## src/rtl/l2_irq_pkg.sv

```systemverilog
package l2_irq_pkg;

  localparam int unsigned SRC_W = 32;

  // word selected by address bit 2
  typedef enum logic {
    SEL_ENABLE  = 1'b0,
    SEL_PENDING = 1'b1
  } win_sel_e;

  localparam logic [SRC_W-1:0] DEF_GRP0   = 32'h0000_0EB8;
  localparam logic [SRC_W-1:0] DEF_GRP1   = 32'h0000_0140;
  localparam logic [SRC_W-1:0] DEF_BYPASS = 32'h0000_0007;

endpackage

```

## src/rtl/l2_irq_rst_sync.sv

```systemverilog
module l2_irq_rst_sync #(
  parameter int unsigned STAGES = 2
) (
  input  logic clk,
  input  logic rst_n,
  output logic rst_n_s
);

  logic [STAGES-1:0] chain_q;
  logic [STAGES-1:0] chain_d;

  always_comb begin
    chain_d = {chain_q[STAGES-2:0], 1'b1};
  end

  always_ff @(posedge clk or negedge rst_n) begin
    if (!rst_n) chain_q <= '0;
    else        chain_q <= chain_d;
  end

  assign rst_n_s = chain_q[STAGES-1];

endmodule

```

## src/rtl/l2_irq_regs.sv

```systemverilog
module l2_irq_regs
  import l2_irq_pkg::*;
#(
  parameter int unsigned     NSRC = 32,
  parameter logic [NSRC-1:0] ELIG = '0
) (
  input  logic            clk,
  input  logic            rst_n,
  input  logic [NSRC-1:0] src_i,
  input  logic            wr_i,
  input  win_sel_e        sel_i,
  input  logic [NSRC-1:0] wdata_i,
  output logic [NSRC-1:0] rdata_o,
  output logic [NSRC-1:0] pend_o,
  output logic [NSRC-1:0] en_o
);

  logic [NSRC-1:0] src_q;
  logic [NSRC-1:0] pend_q, pend_d;
  logic [NSRC-1:0] en_q, en_d;
  logic            en_we;
  logic [NSRC-1:0] rise;
  logic [NSRC-1:0] clr;

  // edge capture and pending next state
  always_comb begin
    rise   = src_i & ~src_q & ELIG;
    clr    = (wr_i && sel_i == SEL_PENDING) ? wdata_i : '0;
    // a new edge outranks a clear of the same bit
    pend_d = ((pend_q & ~clr) | rise) & ELIG;
  end

  always_comb begin
    en_we = wr_i && (sel_i == SEL_ENABLE);
    en_d  = wdata_i;
  end

  always_ff @(posedge clk or negedge rst_n) begin
    if (!rst_n) begin
      src_q  <= '0;
      pend_q <= '0;
    end else begin
      src_q  <= src_i;
      pend_q <= pend_d;
    end
  end

  always_ff @(posedge clk or negedge rst_n) begin
    if (!rst_n)     en_q <= '0;
    else if (en_we) en_q <= en_d;
  end

  always_comb begin
    unique case (sel_i)
      SEL_ENABLE:  rdata_o = en_q;
      SEL_PENDING: rdata_o = pend_q;
      default:     rdata_o = '0;
    endcase
  end

  assign pend_o = pend_q;
  assign en_o   = en_q;

endmodule

```

## src/rtl/l2_irq_group.sv

```systemverilog
module l2_irq_group #(
  parameter int unsigned     NSRC = 32,
  parameter logic [NSRC-1:0] MASK = '0
) (
  input  logic            clk,
  input  logic            rst_n,
  input  logic [NSRC-1:0] pend_i,
  input  logic [NSRC-1:0] en_i,
  output logic            irq_o
);

  logic hit_d;
  logic irq_q;

  always_comb begin
    hit_d = |(pend_i & en_i & MASK);
  end

  always_ff @(posedge clk or negedge rst_n) begin
    if (!rst_n) irq_q <= 1'b0;
    else        irq_q <= hit_d;
  end

  assign irq_o = irq_q;

endmodule

```

## src/rtl/l2_irq_agg.sv

```systemverilog
module l2_irq_agg
  import l2_irq_pkg::*;
#(
  parameter int unsigned                NSRC    = SRC_W,
  parameter int unsigned                NOUT    = 2,
  parameter logic [NOUT-1:0][NSRC-1:0]  GRP_MASK = {DEF_GRP1, DEF_GRP0},
  parameter logic [NSRC-1:0]            BYP_MASK = DEF_BYPASS,
  parameter bit                         WAKE_EN  = 1'b1,
  parameter int unsigned                SYNC_STAGES = 2
) (
  input  logic            clk,
  input  logic            rst_n,
  input  logic [NSRC-1:0] src_i,
  input  logic            wr_i,
  input  logic [2:0]      addr_i,
  input  logic [NSRC-1:0] wdata_i,
  output logic [NSRC-1:0] rdata_o,
  output logic [NOUT-1:0] grp_irq_o,
  output logic [NSRC-1:0] fwd_irq_o,
  output logic            wake_o
);

  function automatic logic [NSRC-1:0] f_elig();
    logic [NSRC-1:0] acc;
    acc = '0;
    for (int g = 0; g < NOUT; g++) acc |= GRP_MASK[g];
    return acc & ~BYP_MASK;
  endfunction

  localparam logic [NSRC-1:0] ELIG = f_elig();

  logic            rst_n_s;
  logic [NSRC-1:0] pend_w;
  logic [NSRC-1:0] en_w;
  win_sel_e        sel;

  assign sel = win_sel_e'(addr_i[2]);

  l2_irq_rst_sync #(.STAGES(SYNC_STAGES)) u_rst (
    .clk     (clk),
    .rst_n   (rst_n),
    .rst_n_s (rst_n_s)
  );

  l2_irq_regs #(.NSRC(NSRC), .ELIG(ELIG)) u_regs (
    .clk     (clk),
    .rst_n   (rst_n_s),
    .src_i   (src_i),
    .wr_i    (wr_i),
    .sel_i   (sel),
    .wdata_i (wdata_i),
    .rdata_o (rdata_o),
    .pend_o  (pend_w),
    .en_o    (en_w)
  );

  for (genvar g = 0; g < NOUT; g++) begin : g_grp
    l2_irq_group #(.NSRC(NSRC), .MASK(GRP_MASK[g] & ~BYP_MASK)) u_grp (
      .clk    (clk),
      .rst_n  (rst_n_s),
      .pend_i (pend_w),
      .en_i   (en_w),
      .irq_o  (grp_irq_o[g])
    );
  end

  if (WAKE_EN) begin : g_wake
    l2_irq_group #(.NSRC(NSRC), .MASK(ELIG)) u_wake (
      .clk    (clk),
      .rst_n  (rst_n_s),
      .pend_i (pend_w),
      .en_i   (en_w),
      .irq_o  (wake_o)
    );
  end else begin : g_nowake
    assign wake_o = 1'b0;
  end

  // bypass muxes: raw line straight through, untouched by reset
  for (genvar i = 0; i < NSRC; i++) begin : g_byp
    if (BYP_MASK[i]) begin : g_on
      assign fwd_irq_o[i] = src_i[i];
    end else begin : g_off
      assign fwd_irq_o[i] = 1'b0;
    end
  end

endmodule

```

## config.mk

```make
export PLATFORM = sky130hd
export DESIGN_NAME = l2_irq_agg
export DESIGN_NICKNAME = d
export VERILOG_FILES = /design/src/rtl/l2_irq_pkg.sv /design/src/rtl/l2_irq_rst_sync.sv /design/src/rtl/l2_irq_regs.sv /design/src/rtl/l2_irq_group.sv /design/src/rtl/l2_irq_agg.sv
export SDC_FILE = /design/constraint.sdc
export NUM_CORES = 1
export LEC_CHECK = 0
export BUFFER_PORTS_ARGS = -buffer_cell sky130_fd_sc_hd__buf_4
export CORE_MARGIN = 5
export CORE_UTILIZATION = 45
export DETAILED_ROUTE_END_ITERATION = 6
export PLACE_DENSITY = 0.79
export SLEW_MARGIN = 20
export SYNTH_ARGS = -nofsm -noshare
export SYNTH_HDL_FRONTEND = slang
export SYNTH_SLANG_ARGS = --single-unit
```

## constraint.sdc

```tcl
create_clock -name clk -period 2.3 [get_ports clk]
set_clock_uncertainty 0.1 [all_clocks]
set_input_delay 0.46 -clock clk [delete_from_list [all_inputs] [get_ports clk]]
set_output_delay 0.46 -clock clk [all_outputs]
set_load 0.005 [all_outputs]
```

==> results of run 1 <==
[what timing repair did]
item | in CTS | in global routing
resized for setup | 0 | 0
hold endpoints to repair | 2 | 0
hold buffers | 1 | 0
[report_power, final]
group	internal (mW)	total [mW]	switching, mW
registers	1.08	1.16	0.0782
clock network	0.211	0.494	0.284
logic	0.319	0.486	0.167
[final timing paths]
| path | to | cells past startpoint | start |
|---|---|---|---|
| setup / recovery | rdata_o[7] | 3 | addr_i[2] |
| hold / removal | u_regs.src_q[9]$_DFF_PN0_ | 1 | src_i[9] |
| setup reg to reg | g_wake.u_wake.irq_o$_DFF_PN0_ | 2 | u_regs.pend_o[11]$_DFF_PN0_ |
| hold reg to reg | u_regs.en_o[9]$_DFFE_PN0P_ | 0 | u_rst.chain_q[1]$_DFF_PN0_ |
| max in group asynchronous | u_regs.en_o[17]$_DFFE_PN0P_ | 1 | u_rst.chain_q[1]$_DFF_PN0_ |
| min in group asynchronous | u_regs.en_o[9]$_DFFE_PN0P_ | 0 | u_rst.chain_q[1]$_DFF_PN0_ |
[layout make-up]
type | instances | area, um2
Clock buffer | 7 | 76.3
Fill cell | 521 | 2620
Inverter | 10 | 37.5
Multi-Input combinational cell | 119 | 1010
Sequential cell | 55 | 1380
Tap cell | 75 | 93.8
Timing Repair Buffer | 83 | 638
[cells in the mapped netlist]
cell type | number | area (um2)
sky130_fd_sc_hd__a222oi_1 | 1 | 10.0
sky130_fd_sc_hd__a22o_1 | 9 | 78.8
sky130_fd_sc_hd__a22oi_1 | 3 | 22.5
sky130_fd_sc_hd__buf_12 | 3 | 60.1
sky130_fd_sc_hd__buf_2 | 2 | 10.0
sky130_fd_sc_hd__buf_4 | 34 | 255
sky130_fd_sc_hd__buf_6 | 2 | 22.5
sky130_fd_sc_hd__clkbuf_1 | 2 | 7.51
sky130_fd_sc_hd__conb_1 | 2 | 7.51
sky130_fd_sc_hd__dfrtp_1 | 55 | 1380
sky130_fd_sc_hd__inv_1 | 10 | 37.5
sky130_fd_sc_hd__mux2_2 | 11 | 124
sky130_fd_sc_hd__mux2_4 | 30 | 450
sky130_fd_sc_hd__nand3_1 | 10 | 50.1
sky130_fd_sc_hd__nand4_1 | 1 | 6.26
sky130_fd_sc_hd__nor2b_1 | 23 | 144
sky130_fd_sc_hd__nor2b_4 | 1 | 13.8
[per-stage QoR]
stage	cell area (um2)	hold WS [ns]
6_report	3240	0.173
2_1_floorplan	2780	0.0644
5_1_grt	3240	0.156
3_5_place_dp	3150	0.143
3_3_place_gp	3150	0.143
4_1_cts	3240	0.164
[per-layer routing]
metal  GRT usage, %  part of all wire (%)  up-vias
li1               -                     -      746
met1           17.9                    41      773
met2           23.6                    49       70
met3           4.82                   9.4        5
met4           2.51                  0.77        0
met5              0                     0        -
[state kept, by name (all words and copies together) (netlist names)]
signal               count
u_regs.src_q             9
g_wake.u_wake.irq_o      1
g_grp.u_grp.irq_o        2
u_rst.chain_q            2
u_regs.en_o             32
u_regs.pend_o            9
[critical path: stages]
cell	delay (ns)
sky130_fd_sc_hd__buf_4	0.38
sky130_fd_sc_hd__mux2_2	0.40
sky130_fd_sc_hd__buf_4	0.14
[kinds of logic after synthesis]
kind of cell | Yosys count
AOI/OAI and AO/OA | 13
buffers and inverters | 53
DFF | 55
muxes | 41
other | 2
and+or+nand+nor | 35
[placed cells by master, fill, tap and decap left out]
cell type,count
sky130_fd_sc_hd__dlygate4sd3_1,1
sky130_fd_sc_hd__a22oi_1,3
sky130_fd_sc_hd__nand4_1,1
sky130_fd_sc_hd__nor2b_4,1
sky130_fd_sc_hd__nand3_1,10
sky130_fd_sc_hd__clkbuf_8,5
sky130_fd_sc_hd__dfrtp_1,54
sky130_fd_sc_hd__mux2_4,30
sky130_fd_sc_hd__a22o_1,9
sky130_fd_sc_hd__buf_4,81
sky130_fd_sc_hd__inv_1,10
sky130_fd_sc_hd__dfrtp_2,1
sky130_fd_sc_hd__a222oi_1,1
sky130_fd_sc_hd__buf_12,1
sky130_fd_sc_hd__clkbuf_1,2
sky130_fd_sc_hd__mux2_2,11
sky130_fd_sc_hd__conb_1,30
sky130_fd_sc_hd__nor2b_1,23
==> PnR_summary.wiki, run 1 <==
{| class="wikitable"
! Metric !! Value
|-
| Status || finished clean
|-
| Max-cap violation count || 0
|-
| Final hold violation count || 0
|-
| Area fraction in compound gates after synthesis || 4.16%
|-
| Synthesized area divided by synthesized cell count || 13.4 um2
|-
| Die width || 87.1 um
|-
| Portion of netlist area occupied by mux cells || 21.5%
|-
| Global placer's final weighted congestion || 0.676
|-
| Number of antenna cells inserted || 0
|-
| Utilization after layout || 55.3%
|-
| RSZ-0062 raised after global routing || false
|-
| TritonCTS clock tree || built
|-
| Final critical-path setup slack || 0.352 ns
|-
| Wire length of the first global-routing pass || 8310 um
|-
| IR Drop Worst-Case VDD || 0.328 mV
|-
| H-tree depth reported by CTS || 2
|-
| Final routed DRC violation total || 0
|-
| Vias per cell || 4.57
|-
| Worst hold path class || in -> reg
|-
| Die height || 87.1 um
|-
| Vias || 1594
|-
| Max Root-Sink Buffers || 2
|-
| Fraction of the mapped netlist area in simple logic gates || 7.99%
|-
| # nets final || 344
|-
| Clock root cell || sky130_fd_sc_hd__clkbuf_8
|-
| DP Worst Slack || 0.343 ns
|-
| Count of clock tree sinks || 55
|-
| Largest family of logic cells by synthesized area || multiplexers
|-
| Wirelength, routed || 5310 um
|-
| Number of buffers added for setup after CTS || 0
|-
| Clock edge transition at the registers on the reported setup and hold paths || 0.09 ns
|-
| Floorplan row count || 28
|-
| Overall die area || 0.00759 mm2
|-
| Xor and xnor area share after synthesis || 0%
|-
| Final instance count without filler cells || 349
|-
| Share of final-layout standard cells stronger than drive strength 1 || 47.4%
|-
| Floorplan core area || 0.00585 mm2
|-
| Largest net degree at the start of global routing || 43
|-
| TritonCTS Buffers || 5
|-
| Worst Path Required || 1.74 ns
|-
| CP endpoint kind || output pin
|-
| Number of pins with negative max-slew slack in the final report || 0
|-
| Gr ovfl total || 0
|-
| Area of the mapped netlist || 0.00268 mm2
|-
| Leak pwr || 1.61 nW
|-
| Power, Total || 2.14 mW
|-
| Power per cell area || 662 mW/mm2
|-
| HPWL after detailed placement || 3920 um
|-
| Total number of yosys warnings || 0
|-
| Post-synthesis cell type count || 17
|-
| Actual slew at the worst max-slew pin || 0.641 ns
|-
| Number of nets still failing antenna checks after routing || 0
|-
| Global-route total usage across every layer || 14.1%
|-
| Share of the yosys chip area belonging to registers || 51.4%
|-
| Register-to-register path setup slack || 1.07 ns
|-
| Synthesized instance count || 199
|-
| Portion of the clock cycle consumed by the worst path in the final layout || 84.7%
|-
| Element type at the critical path start || input port
|-
| Maximum net fanout on the critical path || 42
|-
| Area growth syn-to-layout || 20.9%
|-
| Minimum clock period after layout || 1.95 ns
|-
| I/O pin count || 137
|-
| Placed Cells || 341
|-
| Antenna violations before repair || 0
|-
| Setup_tns || 0 ns
|-
| Detailed Route Iter0 Violations || 32
|-
| Flip-flop and latch count after synthesis || 55
|-
| Area share of fa/ha/maj cells after synthesis || 0%
|-
| Achievable Freq || 513 MHz
|-
| Final setup violation count || 0
|-
| Clock insertion delay at the later pin of the skew report || 0.29 ns
|-
| Signal arrival time at the worst endpoint || 1.39 ns
|-
| Vias in the first global route || 1637
|-
| Class of the most critical setup path || in -> out
|-
| Number of port buffers || 79
|-
| WL/cell || 15.2 um
|-
| Max_slew headroom || 57.3%
|-
| Starting density of the core || 45.7%
|-
| Number of iterations in the first detailed-routing pass || 4
|}
Power figures use the tool's default switching activity.
==> inputs of run 2 (changes only) <==
--- a/config.mk
+++ b/config.mk
@@ -7,9 +7,9 @@
 export LEC_CHECK = 0
 export BUFFER_PORTS_ARGS = -buffer_cell sky130_fd_sc_hd__buf_4
 export CORE_MARGIN = 5
-export CORE_UTILIZATION = 45
+export CORE_UTILIZATION = 41
 export DETAILED_ROUTE_END_ITERATION = 6
-export PLACE_DENSITY = 0.79
+export PLACE_DENSITY = 0.76
 export SLEW_MARGIN = 20
 export SYNTH_ARGS = -nofsm -noshare
 export SYNTH_HDL_FRONTEND = slang
==> constraint.sdc (replaced) <==
create_clock -name clk -period 1.7 [get_ports clk]
set_clock_uncertainty 0.1 [all_clocks]
set_input_delay 0.34 -clock clk [delete_from_list [all_inputs] [get_ports clk]]
set_output_delay 0.34 -clock clk [all_outputs]
set_load 0.005 [all_outputs]
==> PnR_summary.wiki, run 2 (synthesized netlist as in run 1, its figures left out) <==
{| class="wikitable"
! Metric !! Value
|-
| I/O pin count || 137 (unchanged)
|-
| Detailed Route Iter0 Violations || 23 (-28%)
|-
| Clock insertion delay at the later pin of the skew report || 0.31 ns (+0.02 ns)
|-
| Class of the most critical setup path || reg -> out
|-
| Wire length of the first global-routing pass || 8690 um (+4.6%)
|-
| Number of buffers and inverters on the critical path || 1 (-1)
|-
| Portion of the clock cycle consumed by the worst path in the final layout || 92.8%
|-
| Floorplan core area || 0.00635 mm2 (+8.5%)
|-
| Clock edge transition at the registers on the reported setup and hold paths || 0.10 ns (about the same)
|-
| H-tree depth reported by CTS || 2 (unchanged)
|-
| Floorplan row count || 29 (+3.6%)
|-
| Signal arrival time at the worst endpoint || 1.14 ns (-0.25 ns)
|-
| Post-CTS Resized || 0 (unchanged)
|-
| WL/cell || 14.9 um (-2.1%)
|-
| Maximum net fanout on the critical path || 3 (-93%)
|-
| Element type at the critical path start || register
|-
| Vias in the first global route || 1750 (+6.9%)
|-
| Vias || 1651 (+3.6%)
|-
| Flip-flop count of the largest register after layout || 32 (unchanged)
|-
| Utilization after layout || 51.8% (-3.5 points)
|-
| Leak pwr || 1.63 nW (+1.2%)
|-
| Power per cell area || 898 mW/mm2 (+36%)
|-
| Top library cells by usage in the layout, fill and taps aside || 81 x sky130_fd_sc_hd__buf_4, 54 x sky130_fd_sc_hd__dfrtp_1, 30 x sky130_fd_sc_hd__mux2_4, 30 x sky130_fd_sc_hd__conb_1, 23 x sky130_fd_sc_hd__nor2b_1
|-
| CP endpoint kind || output pin
|-
| Slowest stage cell, crit path || sky130_fd_sc_hd__dfrtp_1
|-
| Delay contributed by the slowest stage of the critical path || 0.43 ns (+0.03 ns)
|-
| Number of nets still failing antenna checks after routing || 0 (unchanged)
|-
| Vias per cell || 4.66 (+2.1%)
|-
| TritonCTS Buffers || 5 (unchanged)
|-
| TritonCTS clock tree || built
|-
| Achievable Freq || 634 MHz
|-
| Number of antenna cells inserted || 0 (unchanged)
|-
| Global-route total usage across every layer || 12.9% (-1.2 points)
|-
| Minimum clock period after layout || 1.58 ns
|-
| Number of port buffers || 79 (unchanged)
|-
| Antenna violations before repair || 0 (unchanged)
|-
| RSZ-0062 raised after global routing || false
|-
| Overall die area || 0.00824 mm2 (+8.6%)
|-
| Starting density of the core || 42.1% (-3.6 points)
|-
| # nets final || 346 (+0.58%)
|-
| Wirelength, routed || 5280 um (-0.66%)
|-
| Worst Path Required || 1.26 ns (-0.48 ns)
|-
| Status || finished clean
|-
| Clock root cell || sky130_fd_sc_hd__clkbuf_8
|-
| Max-cap violation count || 0 (unchanged)
|-
| Die height || 90.8 um (+4.2%)
|-
| Number of iterations in the first detailed-routing pass || 4 (unchanged)
|-
| Reg power frac || 52.8% (-1.4 points)
|-
| Reported net switching power || 0.761 mW (+44%)
|-
| Combinational Power Share || 22.9% (+0.2 points)
|-
| Worst hold path class || in -> reg
|-
| Clock network fraction of total power || 24.3% (+1.2 points)
|-
| Die width || 90.8 um (+4.2%)
|-
| Leading cell type in the layout, fill and taps excluded || sky130_fd_sc_hd__buf_4
|-
| Design internal power || 2.19 mW (+36%)
|-
| Number of buffers added for setup after CTS || 0 (unchanged)
|-
| Global placer's final weighted congestion || 0.779 (+15%)
|-
| Count of clock tree sinks || 55 (unchanged)
|-
| Area growth syn-to-layout || 23.0%
|-
| Setup_tns || 0 ns (unchanged)
|-
| Switching share of power || 25.7% (+1.1 points)
|-
| Final routed DRC violation total || 0 (unchanged)
|-
| Dominant delay contributor by cell family on the critical path || flip-flops
|-
| Gr ovfl total || 0 (unchanged)
|-
| Count of hold buffers inserted by post-cts repair || 1 (unchanged)
|-
| Largest net degree at the start of global routing || 54 (+26%)
|-
| IR Drop Worst-Case VDD || 0.465 mV (+42%)
|-
| Number of pins with negative max-slew slack in the final report || 0 (unchanged)
|-
| Max Root-Sink Buffers || 2 (unchanged)
|-
| Final hold violation count || 0 (unchanged)
|-
| List of cells traversed by the critical path || mux2_2 -> buf_4
|-
| HPWL after detailed placement || 3840 um (-2.2%)
|-
| Share of final-layout standard cells stronger than drive strength 1 || 48.7% (+1.3 points)
|-
| Final setup violation count || 0 (unchanged)
|}
[run 2: cell count changes in the layout (fill, tap and decap cells not counted), sizes merged]
cell,previous run,this run
clkinvlp,0,2
clkinv,0,1
clkbuf,7,5
buf,82,84
[run 2: through the flow]
stage	std cells	cell area, um2	worst slack (ns)	total power, mW	hold slack (ns)
after global routing	354	3290	0.0608	3.12	0.0222
after CTS	354	3290	0.103	2.99	0.0334
after detailed placement	345	3190	0.120	2.27	0.0237
final	354	3290	0.122	2.96	0.0400
after floorplan	227	2780	0.342	2.02	-0.0556
after global placement	345	3190	0.120	2.25	0.0235
[run 2: final cells by class]
cell class | instances | area [um2]
multi-input combinational | 119 | 1010
inverter | 10 | 37.5
clock buffer | 5 | 68.8
clock inverter | 3 | 20.0
tap | 77 | 96.3
sequential | 55 | 1380
timing repair buffer | 85 | 678
fill | 556 | 3060
[run 2: path summary, 6_finish.rpt]
check / cells after the start / from / to / slack [ns]
setup reg to reg: 2 / u_regs.pend_o[11]$_DFF_PN0_ / g_wake.u_wake.irq_o$_DFF_PN0_ / 0.37
min in group asynchronous: 1 / u_rst.chain_q[1]$_DFF_PN0_ / u_regs.pend_o[9]$_DFF_PN0_ / 0.16
setup / recovery: 2 / u_regs.pend_o[9]$_DFF_PN0_ / rdata_o[9] / 0.12
hold reg to reg: 1 / u_rst.chain_q[1]$_DFF_PN0_ / u_regs.pend_o[9]$_DFF_PN0_ / 0.16
max in group asynchronous: 1 / u_rst.chain_q[1]$_DFF_PN0_ / u_regs.en_o[17]$_DFFE_PN0P_ / 1.10
hold / removal: 1 / src_i[9] / u_regs.src_q[9]$_DFF_PN0_ / 0.04
[run 2: routing by layer]
| layer | wire length [um] | share of wire (%) | global-route usage (%) |
|---|---|---|---|
| met1 | 2260 | 43 | 16.3 |
| met2 | 2380 | 45 | 20.6 |
| met3 | 586 | 11 | 5.42 |
| met4 | 42 | 0.80 | 2.69 |
| met5 | 0 | 0 | 0 |
[run 2: power groups by stage]
stage,clock network (mW),registers (mW),logic [mW]
detailed placement,0,1.59,0.680
global route,0.796,1.58,0.739
CTS,0.740,1.56,0.688
finish,0.717,1.56,0.678
floorplan,0,1.57,0.449
global placement,0,1.58,0.668
[run 2: worst reg2reg max path: stages, from the launching register on]
cell                       delay (ns)
sky130_fd_sc_hd__dfrtp_1         0.41
sky130_fd_sc_hd__a222oi_1        0.51
sky130_fd_sc_hd__nand4_1         0.17
==> inputs of run 3 (changes only) <==
--- a/config.mk
+++ b/config.mk
@@ -7,9 +7,9 @@
 export LEC_CHECK = 0
 export BUFFER_PORTS_ARGS = -buffer_cell sky130_fd_sc_hd__buf_4
 export CORE_MARGIN = 5
-export CORE_UTILIZATION = 41
+export CORE_UTILIZATION = 45
 export DETAILED_ROUTE_END_ITERATION = 6
-export PLACE_DENSITY = 0.76
+export PLACE_DENSITY = 0.79
 export SLEW_MARGIN = 20
 export SYNTH_ARGS = -nofsm -noshare
 export SYNTH_HDL_FRONTEND = slang
==> constraint.sdc (replaced) <==
create_clock -name clk -period 1.6 [get_ports clk]
set_clock_uncertainty 0.1 [all_clocks]
set_input_delay 0.32 -clock clk [delete_from_list [all_inputs] [get_ports clk]]
set_output_delay 0.32 -clock clk [all_outputs]
set_load 0.005 [all_outputs]
==> PnR_summary.wiki, run 3 (synthesized netlist as in run 1, its figures left out) <==
{| class="wikitable"
! Metric !! Value
|-
| Status || finished clean
|-
| Gr ovfl total || 0 (unchanged)
|-
| Path length in cells of the critical path || 2 (unchanged)
|-
| Vias per cell || 4.54 (-2.7%)
|-
| Maximum net fanout on the critical path || 3 (unchanged)
|-
| Worst hold path depth || 1 (unchanged)
|-
| Global-route total usage across every layer || 14.2% (+1.3 points)
|-
| Die width || 87.1 um (-4.0%)
|-
| List of cells traversed by the critical path || mux2_2 -> buf_4
|-
| Final routed DRC violation total || 0 (unchanged)
|-
| WL/cell || 14.7 um (-1.2%)
|-
| Number of antenna cells inserted || 0 (unchanged)
|-
| Minimum clock period after layout || 1.55 ns
|-
| Number of port buffers || 79 (unchanged)
|-
| Die height || 87.1 um (-4.0%)
|-
| Top library cells by usage in the layout, fill and taps aside || 84 x sky130_fd_sc_hd__buf_4, 54 x sky130_fd_sc_hd__dfrtp_1, 31 x sky130_fd_sc_hd__mux2_4
|-
| Max-cap violation count || 0 (unchanged)
|-
| Final setup violation count || 0 (unchanged)
|-
| HPWL after detailed placement || 3900 um (+1.7%)
|-
| Portion of the clock cycle consumed by the worst path in the final layout || 96.8%
|-
| Number of nets still failing antenna checks after routing || 0 (unchanged)
|-
| Dominant delay contributor by cell family on the critical path || flip-flops
|-
| TritonCTS clock tree || built
|-
| Number of iterations in the first detailed-routing pass || 4 (unchanged)
|-
| Detailed Route Iter0 Violations || 45 (+96%)
|-
| IR Drop Worst-Case VDD || 0.466 mV (+0.28%)
|-
| Worst Path Required || 1.18 ns (-0.08 ns)
|-
| Clock root cell || sky130_fd_sc_hd__clkbuf_8
|-
| Wire length of the first global-routing pass || 8380 um (-3.5%)
|-
| Area growth syn-to-layout || 25.9%
|-
| Wirelength, routed || 5240 um (-0.68%)
|-
| Final hold violation count || 0 (unchanged)
|-
| Vias in the first global route || 1650 (-5.7%)
|-
| Leading cell type in the layout, fill and taps excluded || sky130_fd_sc_hd__buf_4
|-
| Slowest stage cell, crit path || sky130_fd_sc_hd__dfrtp_1
|-
| Delay contributed by the slowest stage of the critical path || 0.42 ns (about the same)
|-
| Setup_tns || 0 ns (unchanged)
|-
| Final critical-path setup slack || 0.0510 ns (-0.0706 ns)
|-
| Leak pwr || 1.68 nW (+3.0%)
|-
| Number of pins with negative max-slew slack in the final report || 0 (unchanged)
|-
| Post-Place Cell Area || 0.00320 mm2 (+0.39%)
|-
| I/O pin count || 137 (unchanged)
|-
| Global placer's final weighted congestion || 0.722 (-7.3%)
|-
| Achievable Freq || 646 MHz
|-
| H-tree depth reported by CTS || 2 (unchanged)
|-
| Floorplan core area || 0.00585 mm2 (-7.9%)
|-
| Count of clock tree sinks || 55 (unchanged)
|-
| Vias || 1616 (-2.1%)
|-
| Class of the most critical setup path || reg -> out
|-
| Number of buffers and inverters on the critical path || 1 (unchanged)
|-
| DP Worst Slack || 0.0505 ns (-0.0696 ns)
|-
| Clock edge transition at the registers on the reported setup and hold paths || 0.10 ns (about the same)
|-
| Largest net degree at the start of global routing || 30 (-44%)
|-
| Share of final-layout standard cells stronger than drive strength 1 || 49.1% (+0.37 points)
|-
| Max Root-Sink Buffers || 2 (unchanged)
|-
| Clock insertion delay at the later pin of the skew report || 0.30 ns (about the same)
|-
| Power per cell area || 1020 mW/mm2 (+14%)
|-
| Overall die area || 0.00759 mm2 (-7.9%)
|-
| Flip-flop count of the largest register after layout || 32 (unchanged)
|-
| Logic depth of the worst register-to-register path || 2 (unchanged)
|-
| Element type at the critical path start || register
|-
| # nets final || 350 (+1.2%)
|-
| CP endpoint kind || output pin
|-
| TritonCTS Buffers || 5 (unchanged)
|-
| Antenna violations before repair || 0 (unchanged)
|-
| Cell area after layout || 0.00337 mm2 (+2.4%)
|-
| Floorplan row count || 28 (-3.4%)
|-
| Signal arrival time at the worst endpoint || 1.13 ns (about the same)
|-
| RSZ-0062 raised after global routing || false
|-
| Starting density of the core || 45.7% (+3.6 points)
|-
| Worst hold path class || in -> reg
|}
-- run 3: cell types whose count changed in the layout (fill, tap and decap cells not counted) --
cell                         before  now
sky130_fd_sc_hd__clkbuf_1         0    1
sky130_fd_sc_hd__mux2_2          11   10
sky130_fd_sc_hd__mux2_4          30   31
sky130_fd_sc_hd__bufinv_16        0    2
sky130_fd_sc_hd__clkinvlp_4       2    0
sky130_fd_sc_hd__clkinv_2         1    0
sky130_fd_sc_hd__buf_4           81   84
sky130_fd_sc_hd__buf_6            0    1
-- run 3: final cells by class --
type                            instances  area, um2
Sequential cell                        55       1380
Tap cell                               75       93.8
Inverter                               10       37.5
Timing Repair Buffer                   89        712
Clock buffer                            6       72.6
Multi-Input combinational cell        119       1020
Fill cell                             507       2480
Clock inverter                          2       60.1
-- run 3: worst paths after layout --
check / endpoint / slack, ns / from
worst max-delay path: rdata_o[4] / 0.05 / u_regs.pend_o[4]$_DFF_PN0_
worst min-delay path: u_regs.src_q[6]$_DFF_PN0_ / 0.03 / src_i[6]
worst max register to register: g_wake.u_wake.irq_o$_DFF_PN0_ / 0.41 / u_regs.pend_o[11]$_DFF_PN0_
worst min register to register: u_regs.src_q[4]$_DFF_PN0_ / 0.15 / u_rst.chain_q[1]$_DFF_PN0_
max in group asynchronous: u_regs.en_o[17]$_DFFE_PN0P_ / 0.95 / u_rst.chain_q[1]$_DFF_PN0_
min in group asynchronous: u_regs.src_q[4]$_DFF_PN0_ / 0.15 / u_rst.chain_q[1]$_DFF_PN0_
-- run 3: layer usage --
layer  track usage (%)  part of all wire (%)  up-vias
li1                  -                     -      763
met1              18.4                    42      766
met2              23.2                    47       79
met3              4.54                    10        8
met4              3.35                   1.1        0
met5                 0                     0        -
-- run 3: metrics by stage --
step | util [%] | hold slack (ns) | total power, mW | instances
2_1_floorplan | - | -0.0756 | 2.15 | 227
3_3_place_gp | 54.8 | 0.00362 | 2.39 | 345
3_5_place_dp | 54.8 | 0.00491 | 2.41 | 345
4_1_cts | 57.2 | 0.0195 | 3.47 | 354
5_1_grt | 57.6 | 0.00505 | 3.63 | 356
6_report | 57.6 | 0.0292 | 3.44 | 356
-- run 3: timing repair --
item | CTS | global route
hold endpoints to repair | 2 | 0
setup endpoints to repair | 0 | 5
gates resized for setup | 0 | 2
buffers inserted | 0 | 2
hold buffers | 1 | 0
-- run 3: where the power goes --
group	internal [mW]	switching [mW]
Sequential	1.56	0.101
Clock	0.625	0.424
Combinational	0.483	0.251
